==> src/rtl/bcd_div_pkg.sv <==
package bcd_div_pkg;

    localparam int DIG_W = 4;
    localparam logic [DIG_W-1:0] DIG_MAX = 4'd9;

    typedef logic [DIG_W-1:0] digit_t;

    typedef struct packed {
        logic load;
        logic cin_n;
    } decade_ctrl_t;

    function automatic logic digit_valid(digit_t d);
        return d <= DIG_MAX;
    endfunction

    function automatic digit_t digit_down(digit_t d);
        return (d == '0) ? DIG_MAX : d - digit_t'(1);
    endfunction

endpackage

==> src/rtl/bcd_ratio_guard.sv <==
module bcd_ratio_guard
    import bcd_div_pkg::*;
#(
    parameter int DIGITS = 2
) (
    input  logic [DIGITS*DIG_W-1:0] ratio_in,
    output logic [DIGITS*DIG_W-1:0] reload_val,
    output logic                    err
);
    localparam int W = DIGITS * DIG_W;

    logic          any_bad;
    logic          all_zero;
    logic [W-1:0]  ratio_ok;

    always_comb begin
        any_bad  = 1'b0;
        all_zero = 1'b1;
        for (int i = 0; i < DIGITS; i++) begin
            if (!digit_valid(ratio_in[i*DIG_W +: DIG_W])) any_bad = 1'b1;
            if (ratio_in[i*DIG_W +: DIG_W] != '0) all_zero = 1'b0;
        end
        err      = any_bad | all_zero;
        ratio_ok = err ? W'(1) : ratio_in;
    end

    // Reload value is N-1 in BCD: a borrow ripples up from the units digit.
    always_comb begin
        logic borrow;
        borrow     = 1'b1;
        reload_val = '0;
        for (int i = 0; i < DIGITS; i++) begin
            if (borrow) begin
                reload_val[i*DIG_W +: DIG_W] = digit_down(ratio_ok[i*DIG_W +: DIG_W]);
                borrow = (ratio_ok[i*DIG_W +: DIG_W] == '0);
            end else begin
                reload_val[i*DIG_W +: DIG_W] = ratio_ok[i*DIG_W +: DIG_W];
            end
        end
    end

endmodule

==> src/rtl/bcd_decade.sv <==
module bcd_decade
    import bcd_div_pkg::*;
(
    input  logic         clk,
    input  logic         rst,
    input  decade_ctrl_t ctrl,
    input  digit_t       load_val,
    output digit_t       q,
    output logic         cout_n
);

    always_ff @(posedge clk) begin
        if (rst || ctrl.load) begin
            q <= load_val;
        end else if (!ctrl.cin_n) begin
            q <= digit_down(q);
        end
    end

    assign cout_n = !((q == '0) && !ctrl.cin_n);

    a_r3_wrap_to_nine: assert property (@(posedge clk) disable iff (rst)
        (!ctrl.load && !ctrl.cin_n && q == '0) |=> (q == DIG_MAX));

    a_r3_step_down: assert property (@(posedge clk) disable iff (rst)
        (!ctrl.load && !ctrl.cin_n && q != '0) |=> (q == $past(q) - digit_t'(1)));

    a_r4_hold_without_carry: assert property (@(posedge clk) disable iff (rst)
        (!ctrl.load && ctrl.cin_n) |=> $stable(q));

endmodule

==> src/rtl/bcd_freq_divider.sv <==
module bcd_freq_divider
    import bcd_div_pkg::*;
#(
    parameter int DIGITS = 2
) (
    input  logic                    clk,
    input  logic                    rst,
    input  logic [DIGITS*DIG_W-1:0] ratio_bcd,
    output logic                    tick,
    output logic                    ratio_err,
    output logic [DIGITS*DIG_W-1:0] count_bcd
);
    localparam int W = DIGITS * DIG_W;

    logic [W-1:0]    reload_val;
    logic [DIGITS:0] chain_n;
    logic            terminal;

    bcd_ratio_guard #(.DIGITS(DIGITS)) u_guard (
        .ratio_in   (ratio_bcd),
        .reload_val (reload_val),
        .err        (ratio_err)
    );

    assign chain_n[0] = 1'b0;

    for (genvar g = 0; g < DIGITS; g++) begin : g_decade
        decade_ctrl_t ctrl;
        assign ctrl.load  = terminal;
        assign ctrl.cin_n = chain_n[g];

        bcd_decade u_dec (
            .clk      (clk),
            .rst      (rst),
            .ctrl     (ctrl),
            .load_val (reload_val[g*DIG_W +: DIG_W]),
            .q        (count_bcd[g*DIG_W +: DIG_W]),
            .cout_n   (chain_n[g+1])
        );
    end

    // The borrow leaving the top decade is low only when every digit is zero.
    assign terminal = !chain_n[DIGITS];
    assign tick     = terminal && !rst;

    a_r5_terminal_is_zero: assert property (@(posedge clk) disable iff (rst)
        tick |-> (count_bcd == '0));

    a_r5_reload_in_range: assert property (@(posedge clk) disable iff (rst)
        (tick && !ratio_err) |=> (count_bcd < ratio_bcd || $past(ratio_bcd) != ratio_bcd));

    a_r7_invalid_runs_as_one: assert property (@(posedge clk) disable iff (rst)
        (tick && ratio_err) |=> (count_bcd == '0));

    a_r1_no_tick_in_reset: assert property (@(posedge clk)
        rst |-> !tick);

endmodule

==> config.mk <==
export PLATFORM = sky130hd
export DESIGN_NAME = bcd_freq_divider
export DESIGN_NICKNAME = d
export VERILOG_FILES = /design/src/rtl/bcd_div_pkg.sv /design/src/rtl/bcd_ratio_guard.sv /design/src/rtl/bcd_decade.sv /design/src/rtl/bcd_freq_divider.sv
export SDC_FILE = /design/constraint.sdc
export NUM_CORES = 1
export LEC_CHECK = 0
export BUFFER_PORTS_ARGS = -buffer_cell sky130_fd_sc_hd__buf_2
export CORE_AREA = 2 2 39 41
export CTS_BUF_LIST = sky130_fd_sc_hd__clkbuf_8
export DETAILED_ROUTE_END_ITERATION = 16
export DIE_AREA = 0 0 41 43
export GPL_ROUTABILITY_DRIVEN = 0
export PLACE_DENSITY = 0.69
export REMOVE_ABC_BUFFERS = 1
export SYNTH_ARGS = -nofsm -noshare
export SYNTH_HDL_FRONTEND = slang
export SYNTH_SLANG_ARGS = --single-unit
==> constraint.sdc <==
create_clock -name clk -period 4.56 [get_ports clk]
set_input_delay 0.684 -clock clk [delete_from_list [all_inputs] [get_ports clk]]
set_output_delay 0.684 -clock clk [all_outputs]
set_load 0.05 [all_outputs]
# == Word-level counts from Yosys, hierarchy flattened ==
# Index checks and enable logic that the tools add are counted.
# totals
regBits,8
output_inout_bits,10
# classes
n_addsub,4
magnitude_cmp,2
mux,13
n_bitwise,1
n_reduce_logical,11
# op_table
operator,count
$mux W4,8
$logic_not A4 Y1,4
$sub A4 B1 Y4 const B,4
$le A4 B4 Y1 const B,2
$mux W8,1
$reduce_bool A4 Y1,2
$mux W1,4
$logic_and A1 B1 Y1,2
$reduce_bool A2 Y1,1
$logic_not A1 Y1,1
$logic_or A1 B1 Y1,1
$or A1 B1 Y1,1

# == Depth between registers and ports, before layout ==
# Gate-level depths: netlist of run 1.
# logic_depth
ltp_word,9
depth_mapped,4

# == Cells and area by module ==
# From an unflattened synthesis of run 1, not the netlist that was laid out.
# unflattened
hier_cells,86
area_unflattened_um2,716.9
# by_module_without_submodules
mod,n_inst,cells_each,area_each_um2
bcd_decade,2,23,222.7
bcd_ratio_guard,1,37,260.2
bcd_freq_divider,1,3,11.3

# == Worst setup path before layout of run 1 ==
# OpenSTA, ideal clock, no wires.
# synth_timing
path_kind,reg2out
startpoint,register g_decade[1].u_dec.q[0]
endpoint,output tick
arrival_ns,1.582
required_ns,3.876
path_slack_ns,2.294
path_stages_with_launch,3
n_path_buf,0
path_cell_list,edfxtp_1 > nor4_1 > and3_1
# synth_between
elab_chain_cells,3
# synth_lines
item,line_no,text
start: declaration,bcd_decade.sv:8,"output digit_t q,"
start signal: assignment,bcd_decade.sv:14,q <= load_val;
start signal: assignment,bcd_decade.sv:16,q <= digit_down(q);
$logic_not A4 Y1,bcd_decade.sv:20,assign cout_n = !((q == '0) && !ctrl.cin_n);
$logic_and A1 B1 Y1,bcd_decade.sv:20,
$logic_and A1 B1 Y1,bcd_freq_divider.sv:44,assign tick = terminal && !rst;
end: declaration,bcd_freq_divider.sv:9,"output logic tick,"
# Every way passes these cells.

# == Worst setup path in the final report of run 1 ==
# layout_timing
startpoint,input ratio_bcd[0]
endpoint,output ratio_err
# layout_between
elab_chain_cells,4
word_cells_on_any_way,7
cone_classes,1 x order compare; 4 x mux; 1 x bitwise; 1 x reduce/logical
# layout_lines
item,line_no,text
start: declaration,bcd_freq_divider.sv:8,"input logic [DIGITS*DIG_W-1:0] ratio_bcd,"
$le A4 B4 Y1 / $reduce_bool A4 Y1 (equally long branches),"bcd_div_pkg.sv:14, bcd_ratio_guard.sv:21",
$mux W1 (on tied branches) (2 in a row),"bcd_ratio_guard.sv:20, bcd_ratio_guard.sv:21",
$or A1 B1 Y1 *,bcd_ratio_guard.sv:23,err = any_bad | all_zero;
end: declaration,bcd_freq_divider.sv:10,"output logic ratio_err,"
# Every way passes the cells marked *; elsewhere a longest branch is shown, timed or not.

==> results of run 1 <==
area by class of cell:
| type | count | area, um^2 | share of cell area |
|---|---|---|---|
| sequential | 8 | 200 | 0.279 |
| tap | 16 | 20.0 | 0.0279 |
| inverter | 2 | 7.51 | 0.0105 |
| timing repair buffer | 19 | 95.1 | 0.133 |
| clock buffer | 3 | 41.3 | 0.0576 |
| multi-input combinational | 58 | 349 | 0.487 |
| clock inverter | 1 | 3.75 | 0.00524 |
cell families after synthesis:
group	after synthesis
and+or+nand+nor	29
AOI/OAI and AO/OA	24
DFF	8
xor gates and xnor gates	4
buffers and inverters	2
muxes	1
through the flow:
step                utilization  worst slack (ns)
floorplan                     -              2.29
global placement          0.486              2.19
detailed placement        0.486              2.16
CTS                       0.518              2.16
global route              0.518              2.02
finish                    0.518              2.17
cell usage in the layout, fill, tap and decap left out, types with 4 or more instances in the layout:
cell,count
o21ai_0,5
a21oi_1,8
nor2_1,5
nand2_1,4
nor3_1,6
o22ai_1,4
dfxtp_1,4
buf_2,19
edfxtp_1,4
power breakdown:
part,internal (W),total (W),leakage [nW],switching (W)
clock network,0.0000583,0.0000866,0.0269,0.0000283
registers,0.0000952,0.000115,0.0746,0.0000196
logic,0.0000410,0.000139,0.204,0.0000985
worst max-delay path by stage:
stage,depth (start not counted),to,startpoint
after CTS,5,ratio_err,ratio_bcd[0]
after global placement,5,ratio_err,ratio_bcd[0]
final,5,ratio_err,ratio_bcd[0]
after floorplan,2,tick,g_decade[1].u_dec.q[0]$_DFFE_PP_
after detailed placement,5,ratio_err,ratio_bcd[0]
after global routing,5,ratio_err,ratio_bcd[0]
critical path, stage by stage:
cell,delay [ns]
buf_2,0.14
nor4_1,0.35
nand3_1,0.18
nand2_1,0.10
buf_2,0.26
metal layers:
| metal | GRT usage | routed length (um) | vias up |
|---|---|---|---|
| li1 | - | - | 316 |
| met1 | 0.226 | 605 | 253 |
| met2 | 0.194 | 549 | 15 |
| met3 | 0.0471 | 54 | 4 |
| met4 | 0.120 | 30 | 0 |
| met5 | 0 | 0 | - |
==> run metrics, run 1 <==
Worst Hold End g_decade[0].u_dec.q[0]$_DFF_P_; GRT overflow 0; DRC Markers 0; Die ar. 0.00176 mm^2; Initial DRT Pass Iterations 4; DR WL/cell 11.6 um; Area after DPL 672 um^2; post-route ant nets 0; cts hold-fix bufs 0; initial core utilization 0.402; Layout area overhead 28.8%; Non-Filler Instances 107; crit end category output port; mux contribution to synthesized area 0.0180; post-synth top area share 0.216; Post-Synthesis Cells 68; Largest regs g_decade.u_dec.q (8); Post-synth EDFFs 4; Reg2Reg Setup Slack 2.72 ns; Crit Path Max Fanout 7; PD cells 475 mW/mm^2; RSZ-0062 raised after global routing no; synth cell count leaders a21oi_1 (8), nor3_1 (6), nor2_1 (5), o21ai_0 (5); WS Path Type in2out; Worst Min Path Start g_decade[0].u_dec.q[0]$_DFF_P_; Final min period 2.39 ns; CP Data Required Time 3.88 ns; max reg flops 8; Core Box Area 0.00138 mm^2; CTS Buffer Depth 2; standard-cell rows 14; DR vias 588; TNS Setup 0 ns; run status finished clean; crit path DAT 1.71 ns; CTS buffer count 3; Post-Route WL 1.24 mm; Fin Clk Skew 0.00696 ns; root buf cell clkbuf_8; cell type with the largest total area after synthesis edfxtp_1; synth unique cells 27; slew margin rel. 0.620; worst skew pair latency 0.23 ns; worst-margin pin slew 0.565 ns; fraction of registers with async set/reset 0; xor/xnor cell area share of the yosys netlist 0.0629; Die X-Extent 41 um; FILL cells 138; Compound-Gate Fraction of Synth Area 0.258; FF-to-FF path depth 4; Lkg Pwr 0.305 nW; share of cells above drive strength 1 0.275; synth warn 0; Die H 43 um; total track usage 0.160; largest cells by area after synthesis edfxtp_1 (22%), dfxtp_1 (14%), a21oi_1 (7.2%), nor3_1 (5.4%), o21ai_0 (4.5%); most common cell in the netlist a21oi_1; Synth Area in Simple Gates 0.288; Adder-Cell Fraction of Synth Area 0; final worst-path cycle share 0.525; Biggest register g_decade.u_dec.q; nets 102; Primary FF master, synth edfxtp_1; Hold Fails Final Rpt 0; CTS tree built; placed cells 103; RR Startpoint g_decade[1].u_dec.q[0]$_DFFE_PP_; number of synthesized register bits 8; input/output buffers 19; CP startpoint kind input port; hold_ws 0.570 ns; DPL Wire Length 949 um; First DRT Iteration DRCs 11; Final setup viols 0; Worst Hold Class reg2reg; # clock sinks 8; Top-Level Pins 20; vias per inst 5.50; H-tree depth 1; post_cts resized 0; achievable frequency 418 MHz; first-pass GRT wire length 1.83 mm; diode count 0; post-synthesis sequential area ratio 0.360; number of max-cap violations 0; R2R Path End g_decade[1].u_dec.q[0]$_DFFE_PP_; largest family of logic cells by synthesized area simple AND/OR/NAND/NOR gates; largest net degree at the start of global routing 8; total power 0.000341 W; initial antenna violation count 0; Clock Pin Slew Worst Setup and Hold Paths 0.04 ns; Hold Path Cell Cnt 1; post-route cell area 717 um^2; Final Max Slew Viols 0; Peak VDD IR 0.185 mV; vias in the first global route 449; Post-Syn Area per Cell 8.19 um^2; Setup Buffers After CTS 0; Post-Synthesis Cell Area 557 um^2
(Power assumes the default switching activity.)
==> run 2: changes to the inputs <==
- ABC_AREA: not set -> 1
- CORE_AREA: 2 2 39 41 -> not set
- CORE_MARGIN: not set -> 2
- CORE_UTILIZATION: not set -> 47
- DIE_AREA: 0 0 41 43 -> not set
- PLACE_DENSITY: 0.69 -> 0.76
- clock period: 4.56 -> 2 ns (I/O delays scaled with it)
==> run 2 against run 1 <==
- synthesized cell count up 59%
- worst setup slack got worse by 2.0 ns
- combinational power is 140% higher
- largest power group unchanged
==> run metrics, run 2 <==
run status finished clean; cell type with the largest total area after synthesis edfxtp_1; fraction of registers with async set/reset 0; input/output buffers 19; H-tree depth 1; RR Startpoint g_decade[1].u_dec.q[0]$_DFFE_PP_; Slowest cell on crit path edfxtp_1; Clock Pin Slew Worst Setup and Hold Paths 0.04 ns; DPL Wire Length 1.16 mm; synth warn 0; RSZ-0062 raised after global routing no; initial antenna violation count 0; Post-Synthesis Cell Area 687 um^2; # clock sinks 8; Setup Buffers After CTS 0; number of max-cap violations 0; cts hold-fix bufs 0; share of cells above drive strength 1 0.252; DR vias 753; CTS Buffer Depth 2; CTS tree built; vias in the first global route 637; worst skew pair latency 0.23 ns; Worst Min Path Start ratio_bcd[0]; Biggest register g_decade.u_dec.q; standard-cell rows 13; GRT overflow 0; CTS buffer count 3; post-route cell area 846 um^2; achievable frequency 547 MHz; post-synth top area share 0.175; Crit path largest cell delay 0.43 ns; final core occ 0.634; Final Max Slew Viols 0; Post-Synthesis Cells 108; Primary FF master, synth edfxtp_1; Initial DRT Pass Iterations 5; Post-Syn Area per Cell 6.36 um^2; initial core utilization 0.515; Final setup viols 0; Lkg Pwr 0.453 nW; total power 0.000772 W; most frequent cells in the layout nand2_1 (30), buf_2 (19), inv_1 (18); slew margin rel. 0.836; largest cells by area after synthesis edfxtp_1 (17%), nand2_1 (16%), dfxtp_1 (12%), inv_1 (9.3%), nor2_1 (8.2%); final worst-path cycle share 0.915; Post-synth EDFFs 4; Largest regs g_decade.u_dec.q (8); critical path cell sequence nor2_1, nand2_1, nor4_1, buf_2; Core Box Area 0.00133 mm^2; synth unique cells 22; WS Path Type reg2out; CP Data Required Time 1.70 ns; Die H 42.2 um; first-pass GRT wire length 2.51 mm; max reg flops 8; diode count 0; Worst Hold Class in2reg; Die ar. 0.00178 mm^2; Area after DPL 801 um^2; number of synthesized register bits 8; Die X-Extent 42.2 um; CP startpoint g_decade[1].u_dec.q[0]$_DFFE_PP_; CP startpoint kind register; post-synthesis sequential area ratio 0.291; Peak VDD IR 0.332 mV; root buf cell clkbuf_8; Post-Route WL 1.46 mm; post-route ant nets 0; DR WL/cell 10.0 um; PD cells 913 mW/mm^2; Top-Level Pins 20; commonest non-fill, non-tap cell in the layout nand2_1; vias per inst 5.16; largest net degree at the start of global routing 10; Fin Clk Skew 0.00449 ns; DRC Markers 0; crit path DAT 1.53 ns; synth cell count leaders nand2_1 (30), inv_1 (17), nor2_1 (15); Layout area overhead 23.1%; most common cell in the netlist nand2_1; crit end category output port; Final min period 1.83 ns; nets 142; total track usage 0.179; post_cts resized 0; Hold Fails Final Rpt 0; First DRT Iteration DRCs 11; Crit Path Max Fanout 4; worst-margin pin slew 0.248 ns
-- run 2: cell type report --
type | count | area [um^2]
clock inverters | 1 | 3.75
clock buffers | 3 | 41.3
multi-input cells | 82 | 419
repair buffers | 19 | 95.1
fillers | 134 | 488
inverters | 18 | 67.6
flip-flops and latches | 8 | 200
well taps | 15 | 18.8
-- run 2: worst paths after layout --
path / cells past startpoint / slack [ns] / end
worst min register to register: 2 / 0.49 / g_decade[0].u_dec.q[2]$_DFF_P_
worst min-delay path: 3 / 0.41 / g_decade[0].u_dec.q[1]$_DFF_P_
worst max-delay path: 4 / 0.17 / tick
worst max register to register: 5 / 0.41 / g_decade[1].u_dec.q[3]$_DFFE_PP_
-- run 2: where the power goes --
| group | leakage, nW | internal, W | switching (W) |
|---|---|---|---|
| registers | 0.0749 | 0.000215 | 0.0000256 |
| clock network | 0.0269 | 0.000133 | 0.0000620 |
| logic | 0.351 | 0.0000856 | 0.000252 |
| total | 0.453 | 0.000433 | 0.000339 |
-- run 2: worst max-delay path: cells and delay by family (launching register included) --
kind,cells,cell delay (ns)
buffers and inverters,1,0.30
and+or+nand+nor,3,0.56
DFF,1,0.43
-- run 2: logic make-up (layout without fill, tap and decap cells) --
family / count (synthesis) / after routing / share of synthesized area
AND/OR/NAND/NOR: 64 / 64 / 0.448
AO/OA/AOI/OAI: 17 / 17 / 0.149
flip-flops: 8 / 8 / 0.291
buffers and inverters: 18 / 41 / 0.0984
XOR/XNOR: 1 / 1 / 0.0128
-- run 2: metal layers --
metal / up-vias / routed length, um / GRT usage
met2: 19 / 720 / 0.317
met4: 0 / 29 / 0.0938
met1: 329 / 665 / 0.213
li1: 400 / - / -
met3: 5 / 48 / 0.0129
met5: - / 0 / 0
-- run 2: metrics by stage --
stage | cells | setup WS [ns] | hold WS (ns) | setup TNS, ns
finish | 146 | 0.170 | 0.412 | 0
global route | 146 | 0.0245 | 0.415 | 0
CTS | 146 | 0.169 | 0.407 | 0
detailed placement | 142 | 0.291 | 0.489 | 0
global placement | 142 | 0.329 | 0.481 | 0
floorplan | 108 | -0.781 | 0.479 | -0.781
